## src/rtl/tfu_pkg.sv

```systemverilog
package tfu_pkg;
   localparam int TFU_ADDR_W  = 5;
   localparam int TFU_DATA_W  = 8;
   localparam int TFU_NUM_CH  = 6;
   localparam int TFU_CH_LO   = 2;

   // Byte offsets of the register windows this block decodes
   localparam int TFU_FLAG1_OFS = 'h0E;
   localparam int TFU_FLAG2_OFS = 'h0F;
   localparam int TFU_CNT_OFS   = 'h04;
   localparam int TFU_CHDAT_OFS = 'h10;
   localparam int TFU_OVF_BIT   = 7;

   // Half-address (byte pair index) owned by a given implemented channel
   function automatic int tfu_pair_idx(int base, int lo, int idx);
      return base / 2 + lo + idx;
   endfunction
endpackage

```

## src/rtl/tfu_decode.sv

```systemverilog
module tfu_decode
   import tfu_pkg::*;
#(
   parameter int ADDR_W    = TFU_ADDR_W,
   parameter int DATA_W    = TFU_DATA_W,
   parameter int NUM_CH    = TFU_NUM_CH,
   parameter int CH_LO     = TFU_CH_LO,
   parameter int FLAG1_OFS = TFU_FLAG1_OFS,
   parameter int FLAG2_OFS = TFU_FLAG2_OFS,
   parameter int CNT_OFS   = TFU_CNT_OFS,
   parameter int CHDAT_OFS = TFU_CHDAT_OFS,
   parameter int OVF_BIT   = TFU_OVF_BIT
) (
   input  logic [ADDR_W-1:0] bus_addr,
   input  logic              bus_rd,
   input  logic              bus_wr,
   input  logic [DATA_W-1:0] bus_wdata,
   input  logic              fast_clr_en,
   input  logic [NUM_CH-1:0] ch_is_cmp,
   output logic [NUM_CH-1:0] ch_clr,
   output logic              ovf_clr
);
   localparam logic [ADDR_W-1:0] F1_A  = ADDR_W'(FLAG1_OFS);
   localparam logic [ADDR_W-1:0] F2_A  = ADDR_W'(FLAG2_OFS);
   localparam logic [ADDR_W-2:0] CNT_P = (ADDR_W-1)'(CNT_OFS / 2);

   logic              f1_wr, f2_wr, any_acc;
   logic [ADDR_W-2:0] pair_a;
   logic              unused_wd;

   assign f1_wr     = bus_wr && (bus_addr == F1_A);
   assign f2_wr     = bus_wr && (bus_addr == F2_A);
   assign any_acc   = bus_rd || bus_wr;
   assign pair_a    = bus_addr[ADDR_W-1:1];
   assign unused_wd = ^bus_wdata;

   assign ovf_clr = (f2_wr && bus_wdata[OVF_BIT]) ||
                    (fast_clr_en && any_acc && (pair_a == CNT_P));

   for (genvar i = 0; i < NUM_CH; i++) begin : g_ch
      localparam logic [ADDR_W-2:0] MY_P =
         (ADDR_W-1)'(tfu_pair_idx(CHDAT_OFS, CH_LO, i));
      logic hit, dir_ok;
      assign hit      = (pair_a == MY_P);
      assign dir_ok   = ch_is_cmp[i] ? bus_wr : bus_rd;
      assign ch_clr[i] = (f1_wr && bus_wdata[CH_LO+i]) ||
                         (fast_clr_en && hit && dir_ok);
   end
endmodule

```

## src/rtl/tfu_flag.sv

```systemverilog
module tfu_flag (
   input  logic clk,
   input  logic rst_n,
   input  logic set_i,
   input  logic clr_i,
   output logic q
);
   always_ff @(posedge clk or negedge rst_n) begin
      if (!rst_n)     q <= 1'b0;
      else if (set_i) q <= 1'b1;
      else if (clr_i) q <= 1'b0;
   end
endmodule

```

## src/rtl/tfu_rdmux.sv

```systemverilog
module tfu_rdmux
   import tfu_pkg::*;
#(
   parameter int ADDR_W    = TFU_ADDR_W,
   parameter int DATA_W    = TFU_DATA_W,
   parameter int NUM_CH    = TFU_NUM_CH,
   parameter int CH_LO     = TFU_CH_LO,
   parameter int FLAG1_OFS = TFU_FLAG1_OFS,
   parameter int FLAG2_OFS = TFU_FLAG2_OFS,
   parameter int OVF_BIT   = TFU_OVF_BIT
) (
   input  logic [ADDR_W-1:0] bus_addr,
   input  logic              bus_rd,
   input  logic [NUM_CH-1:0] ch_flag,
   input  logic              ovf_flag,
   output logic [DATA_W-1:0] bus_rdata
);
   localparam logic [ADDR_W-1:0] F1_A = ADDR_W'(FLAG1_OFS);
   localparam logic [ADDR_W-1:0] F2_A = ADDR_W'(FLAG2_OFS);

   always_comb begin
      bus_rdata = '0;
      if (bus_rd && (bus_addr == F1_A)) bus_rdata[CH_LO +: NUM_CH] = ch_flag;
      if (bus_rd && (bus_addr == F2_A)) bus_rdata[OVF_BIT] = ovf_flag;
   end
endmodule

```

## src/rtl/tmr_flag_unit.sv

```systemverilog
module tmr_flag_unit
   import tfu_pkg::*;
#(
   parameter int ADDR_W    = TFU_ADDR_W,
   parameter int DATA_W    = TFU_DATA_W,
   parameter int NUM_CH    = TFU_NUM_CH,
   parameter int CH_LO     = TFU_CH_LO,
   parameter int FLAG1_OFS = TFU_FLAG1_OFS,
   parameter int FLAG2_OFS = TFU_FLAG2_OFS,
   parameter int CNT_OFS   = TFU_CNT_OFS,
   parameter int CHDAT_OFS = TFU_CHDAT_OFS,
   parameter int OVF_BIT   = TFU_OVF_BIT
) (
   input  logic              clk,
   input  logic              rst_n,
   input  logic [ADDR_W-1:0] bus_addr,
   input  logic              bus_rd,
   input  logic              bus_wr,
   input  logic [DATA_W-1:0] bus_wdata,
   output logic [DATA_W-1:0] bus_rdata,
   input  logic [NUM_CH-1:0] ch_event,
   input  logic              ovf_pulse,
   input  logic [NUM_CH-1:0] ch_is_cmp,
   input  logic              fast_clr_en,
   input  logic [NUM_CH-1:0] ch_irq_en,
   input  logic              ovf_irq_en,
   output logic [NUM_CH-1:0] ch_irq,
   output logic              ovf_irq
);
   localparam int TOP_PAIR = tfu_pair_idx(CHDAT_OFS, CH_LO, NUM_CH - 1);

   // Elaboration-time parameter checks
   if (CH_LO + NUM_CH > DATA_W) begin : g_bad_width
      $error("channel flags do not fit the data byte");
   end
   if (OVF_BIT >= DATA_W) begin : g_bad_ovf
      $error("wrap flag bit outside the data byte");
   end
   if (TOP_PAIR >= (1 << (ADDR_W - 1))) begin : g_bad_window
      $error("channel data window exceeds the address space");
   end
   if ((CNT_OFS % 2 != 0) || (CHDAT_OFS % 2 != 0)) begin : g_bad_align
      $error("counter and data windows must be pair aligned");
   end

   logic [NUM_CH-1:0] ch_clr, ch_flag;
   logic              ovf_clr, ovf_flag;

   tfu_decode #(
      .ADDR_W(ADDR_W), .DATA_W(DATA_W), .NUM_CH(NUM_CH), .CH_LO(CH_LO),
      .FLAG1_OFS(FLAG1_OFS), .FLAG2_OFS(FLAG2_OFS), .CNT_OFS(CNT_OFS),
      .CHDAT_OFS(CHDAT_OFS), .OVF_BIT(OVF_BIT)
   ) u_dec (
      .bus_addr(bus_addr), .bus_rd(bus_rd), .bus_wr(bus_wr),
      .bus_wdata(bus_wdata), .fast_clr_en(fast_clr_en),
      .ch_is_cmp(ch_is_cmp), .ch_clr(ch_clr), .ovf_clr(ovf_clr)
   );

   for (genvar i = 0; i < NUM_CH; i++) begin : g_chf
      tfu_flag u_f (
         .clk(clk), .rst_n(rst_n), .set_i(ch_event[i]),
         .clr_i(ch_clr[i]), .q(ch_flag[i])
      );
   end

   tfu_flag u_ovf (
      .clk(clk), .rst_n(rst_n), .set_i(ovf_pulse),
      .clr_i(ovf_clr), .q(ovf_flag)
   );

   tfu_rdmux #(
      .ADDR_W(ADDR_W), .DATA_W(DATA_W), .NUM_CH(NUM_CH), .CH_LO(CH_LO),
      .FLAG1_OFS(FLAG1_OFS), .FLAG2_OFS(FLAG2_OFS), .OVF_BIT(OVF_BIT)
   ) u_rd (
      .bus_addr(bus_addr), .bus_rd(bus_rd), .ch_flag(ch_flag),
      .ovf_flag(ovf_flag), .bus_rdata(bus_rdata)
   );

   assign ch_irq  = ch_flag & ch_irq_en;
   assign ovf_irq = ovf_flag & ovf_irq_en;
endmodule

```

## config.mk

```make
export PLATFORM = sky130hd
export DESIGN_NAME = tmr_flag_unit
export DESIGN_NICKNAME = d
export VERILOG_FILES = /design/src/rtl/tfu_pkg.sv /design/src/rtl/tfu_decode.sv /design/src/rtl/tfu_flag.sv /design/src/rtl/tfu_rdmux.sv /design/src/rtl/tmr_flag_unit.sv
export SDC_FILE = /design/constraint.sdc
export NUM_CORES = 1
export LEC_CHECK = 0
export BUFFER_PORTS_ARGS = -buffer_cell sky130_fd_sc_hd__buf_2
export CAP_MARGIN = 25
export CORE_AREA = 4 4 46 48
export CTS_CLUSTER_DIAMETER = 80
export DETAILED_ROUTE_END_ITERATION = 6
export DIE_AREA = 0 0 50 52
export GPL_TIMING_DRIVEN = 0
export HOLD_SLACK_MARGIN = 0.08
export PLACE_DENSITY = 0.72
export SKIP_CTS_REPAIR_TIMING = 1
export SLEW_MARGIN = 20
export SYNTH_ARGS = -nofsm -noshare
export SYNTH_HDL_FRONTEND = slang
export SYNTH_SLANG_ARGS = --single-unit
export TNS_END_PERCENT = 100
```

## constraint.sdc

```tcl
create_clock -name clk -period 1.42 [get_ports clk]
set_input_delay 0.284 -clock clk [delete_from_list [all_inputs] [get_ports clk]]
set_output_delay 0.284 -clock clk [all_outputs]
set_load 0.01 [all_outputs]
```

Yosys cells after proc, flatten, opt, wreduce, memory -nomap -nowiden:

Cells that the tools add are included.

* bitwise logic cells: 2
* reductions and logical operators: 40
* multiplexer cells: 22
* equality and inequality tests: 9

Operator list (count)
* 1-bit logical AND: 25
* 4-bit == test (second input constant): 6
* 1-bit two-way mux: 21
* 2-bit nonzero test: 7
* 5-bit by 4-bit == test with 1-bit output (second input constant): 2
* 1-bit logical OR: 8
* 6-bit bitwise AND: 1
* 6-bit two-way mux: 1
* 4-bit by 2-bit == test with 1-bit output (second input constant): 1
* 1-bit bitwise AND: 1

* flip-flop bits (word level): 7
* output and inout port bits: 15

Depth between registers and ports, before layout:

* depth in word-level cells: 6
* mapped depth: 4

Cells and area by module:

Synthesis repeated with hierarchy kept, for this count alone.

* cell total of the unflattened synthesis: 74
* area, all modules: 645.6 um^2

By module, submodules not included
* tfu_flag: seq. area each 25.0 um^2, area an instance 36.3 um^2, times used 7, cells each 3
* tfu_decode: seq. area each 0.0 um^2, area an instance 235.2 um^2, times used 1, cells each 29
* tfu_rdmux: seq. area each 0.0 um^2, area an instance 112.6 um^2, times used 1, cells each 17
* tmr_flag_unit: seq. area each 0.0 um^2, area an instance 43.8 um^2, times used 1, cells each 7

Worst setup path before layout:

OpenSTA, ideal clock, no wires.

* path kind: input to output
* start: input bus_addr[4]
* end: output bus_rdata[7]
* stages: 4
* buffers on the path: 1
* arrival time: 1.018 ns
* setup slack: 0.118 ns
* cell sequence: and4b_1 > buf_6 > nand3_1 > a21boi_0

* word-level cells in the longest chain between the ends: 4
* elaborated cells on any way between the ends: 6
* classes of those cells: eq/ne (2); mux (2); reduce/logical (2)

RTL lines
* from (decl): RTL line tmr_flag_unit.sv:16 `input logic [ADDR_W-1:0] bus_addr,`
* 5-bit by 4-bit == test with 1-bit output: RTL line tfu_rdmux.sv:23 `if (bus_rd && (bus_addr == F1_A)) bus_rdata[CH_LO +: NUM_CH] = ch_flag;`
* 1-bit logical AND: RTL line tfu_rdmux.sv:23
* 6-bit two-way mux: RTL line tfu_rdmux.sv:23
* 1-bit two-way mux *: RTL line tfu_rdmux.sv:24 `if (bus_rd && (bus_addr == F2_A)) bus_rdata[OVF_BIT] = ovf_flag;`
* to (decl): RTL line tmr_flag_unit.sv:20 `output logic [DATA_W-1:0] bus_rdata,`

Every way passes the cells marked *; elsewhere a longest branch is shown, timed or not.

Final worst setup path:

* start: input bus_addr[3]
* end: output bus_rdata[5]

* word-level cells in the longest chain between the ends: 3

RTL lines (RTL line)
* 5-bit by 4-bit == test with 1-bit output: tfu_rdmux.sv:23
* 1-bit logical AND: tfu_rdmux.sv:23
* 6-bit two-way mux: tfu_rdmux.sv:23

No other way between the ends.

==> impl_metrics.py <==
metrics = {
    "layout": {
        "drive_gt1_share_pct": 59.3,
        "fin_util_pct": 58.0,
        "fillers": 158,
        "antenna_cells": 0,
        "num-nets-final": 162,
        "syn2layout_area_growth_pct": 68.2,
    },
    "clock_tree": {
        "cts_root_buf": "clkbuf_4",
        "clockBufferDepth": 2,
        "cts_sinks": 7,
        "clk_latency_ns": 0.25,
        "clkTransAtPathRegs_ns": 0.06,
        "htreeDepth": 1,
        "cts_tree": "done",
        "numCtsBuffers": 3,
    },
    "timing": {
        "finalSetupViolCount": 5,
        "fmax_mhz": 667,
        "finClkSkew_ns": 0,
        "period_share_pct": 106,
        "fin_crit_ns": 1.50,
        "hold_violations": 0,
        "grt_setup_unrepaired": "yes",
        "setup_ws_ns": -0.0792,
        "drv_slew": 0,
    },
    "routing": {
        "ant_nets": 0,
        "routed_wl_um": 1880,
        "drtIter0Drc": 6,
        "post_drt_wl_per_cell_um": 12.7,
        "drc": 0,
        "vias": 717,
        "viasPerCell": 4.84,
        "first_pass_iters": 4,
    },
    "die": {
        "coreArea_um2": 1710,
        "die_w_um": 50,
        "die-area_um2": 2600,
        "start_util_pct": 34.5,
        "io_pins": 53,
        "fp-row-count": 15,
        "die_y_um": 52,
    },
    "logic_synthesis": {
        "yosys.area_share.xor_xnor_pct": 0,
        "synth_area_um2": 589,
        "synthMuxAreaShare_pct": 10.6,
        "ys_ff_latch": 7,
        "synth_top_family_by_area": "simple AND/OR/NAND/NOR gates",
        "synthCells": 65,
        "yosysUniqueCellTypes": 25,
        "synthAdderAreaFrac_pct": 0,
        "avgSynthCellArea_um2": 9.07,
        "synth_compound_area_share_pct": 13.2,
        "seq_area_frac_synth_pct": 29.7,
        "yosysWarnings": 0,
        "yosys.area_share.simple_pct": 38.0,
    },
    "job": {
        "cap_violations": 0,
    },
    "setup_path": {
        "cp-endpoint": "bus_rdata[5]",
        "arrival_ns": 1.22,
        "cp-startpoint": "bus_addr[3]",
        "r2r_start": "g_chf[2].u_f.q$_DFFE_PN0P_",
        "crit_type": "input port to primary output",
        "path_cells": "buf_4, and4b_1, buf_6, and2_4, and3_1, buf_2",
        "cpPeakStageDelay_ns": 0.20,
        "slowest_stage": "and4b_1",
        "path_max_fanout": 8,
        "critPathRequiredTime_ns": 1.14,
        "cp-start-kind": "input port",
        "cp-end-kind": "primary output",
        "rr_worst_depth": 1,
        "r2r_setup_slack_ns": 0.71,
        "r2r-end": "g_chf[2].u_f.q$_DFFE_PN0P_",
    },
    "place": {
        "finalWeightedCongestion": 0.812,
        "port_buffers": 48,
        "hpwlAfterDp_um": 1500,
        "dp_worst_setup_slack_ns": -0.149,
    },
    "global_route": {
        "grt_pass1_wl_um": 2720,
        "grt_max_degree": 11,
        "overflow": 0,
        "track_usage_pct": 13.9,
        "grt_antenna_before_repair": 0,
        "grt_pass1_vias": 683,
    },
    "power": {
        "comb_power_share_pct": 29.0,
        "p_clk_share_pct": 33.8,
        "p_int_uw": 402,
        "p_leak_nw": 0.471,
        "switching_share_pct": 27.5,
        "power.switching_uw": 153,
        "p_per_area_nw_per_um2": 560,
        "ir_worst_vdd_mv": 0.276,
        "power_frac_seq_pct": 37.2,
    },
    "min_path": {
        "min_path_type": "input port to register",
    },
    "run_status": {
        "outcome": "finished with violations",
        "violations": "setup timing",
    },
}
worst max-delay path, delay by kind of cell:
| kind | cells | cell delay [ns] |
|---|---|---|
| buffers and inverters | 3 | 0.39 |
| AND/OR/NAND/NOR | 3 | 0.54 |
cells by family after synthesis:
family                 count (synthesis)
and+or+nand+nor                       36
AOI/OAI and AO/OA                      9
DFF                                    7
muxes                                  6
buffers and inverters                  6
other                                  1
cell usage after synthesis:
| master | count | share of area, % |
|---|---|---|
| and2_1 | 8 | 8.5 |
| clkbuf_2 | 1 | 0.85 |
| or4b_1 | 1 | 1.7 |
| o2111ai_1 | 1 | 1.5 |
| nand3_1 | 8 | 6.8 |
| mux2i_1 | 4 | 6.8 |
| nand4_1 | 3 | 3.2 |
| and2b_1 | 1 | 1.3 |
| a31o_2 | 5 | 7.4 |
| and2b_2 | 1 | 1.5 |
| buf_6 | 2 | 3.8 |
| or3_1 | 1 | 1.1 |
| inv_1 | 1 | 0.64 |
| and3_1 | 6 | 6.4 |
| and4b_1 | 1 | 1.7 |
| mux2_2 | 2 | 3.8 |
| nor2_1 | 1 | 0.64 |
| a31o_1 | 2 | 3.0 |
| buf_4 | 2 | 2.5 |
| nand2_1 | 2 | 1.3 |
| dfrtp_1 | 7 | 30 |
| nand4b_1 | 1 | 1.5 |
| or4_1 | 2 | 2.5 |
| conb_1 | 1 | 0.64 |
| a21boi_0 | 1 | 1.3 |
sequential cells by signal, summed over array words and instances (netlist names):
signal,cells
u_ovf.q,1
g_chf.u_f.q,6
per-stage QoR:
step,hold slack (ns),TNS [ns],total power [mW],cells,area [um2]
3_5_place_dp,0.134,-0.771,0.358,139,865
3_3_place_gp,0.130,-0.715,0.354,139,865
5_1_grt,0.215,-0.637,0.585,148,991
4_1_cts,-0.143,-0.783,0.547,143,891
2_1_floorplan,-0.0116,0,0.275,66,593
6_report,0.216,-0.358,0.555,148,991
cell usage in the layout, fill, tap and decap left out, types with 2 or more instances in the layout:
cell type / count
buf_2: 42
nand3_1: 8
and2_1: 7
buf_4: 7
dfrtp_1: 7
buf_6: 6
a31o_2: 5
and3_4: 4
mux2i_1: 4
nand4_1: 3
clkbuf_4: 3
nand2_1: 2
or4_1: 2
a31o_1: 2
and3_1: 2
mux2_2: 2
conb_1: 2
area by class of cell:
cell class | instances | area [um2] | share of cell area [%]
Sequential cell | 7 | 175 | 17.7
Tap cell | 25 | 31.3 | 3.16
Clock buffer | 4 | 26.3 | 2.65
Multi-Input combinational cell | 53 | 394 | 39.8
Timing Repair Buffer | 53 | 318 | 32.1
Buffer | 5 | 42.5 | 4.29
Inverter | 1 | 3.75 | 0.379
worst min path at each step:
stage           startpoint                          to  depth (start not counted)
5_1_grt          ovf_pulse         u_ovf.q$_DFFE_PN0P_                          2
3_3_place_gp         rst_n  g_chf[4].u_f.q$_DFFE_PN0P_                          1
2_1_floorplan        rst_n  g_chf[0].u_f.q$_DFFE_PN0P_                          0
4_1_cts              rst_n  g_chf[4].u_f.q$_DFFE_PN0P_                          1
6_report       ch_event[4]  g_chf[4].u_f.q$_DFFE_PN0P_                          2
3_5_place_dp         rst_n  g_chf[4].u_f.q$_DFFE_PN0P_                          1
routing by layer:
layer  global-route usage (%)  vias to the layer above  share of wire [%]
met4                     12.0                        0                2.9
met5                        0                        -                  0
li1                         -                      362                  -
met2                     23.5                       35                 49
met1                     14.5                      316                 38
met3                     3.15                        4                9.3
power by group through the flow:
stage               registers, mW  clock network (mW)  logic [mW]
finish                      0.207               0.188       0.161
global route                0.207               0.202       0.175
CTS                         0.206               0.193       0.148
detailed placement          0.210                   0       0.148
global placement            0.210                   0       0.144
floorplan                   0.209                   0      0.0654
(Power assumes the default switching activity.)
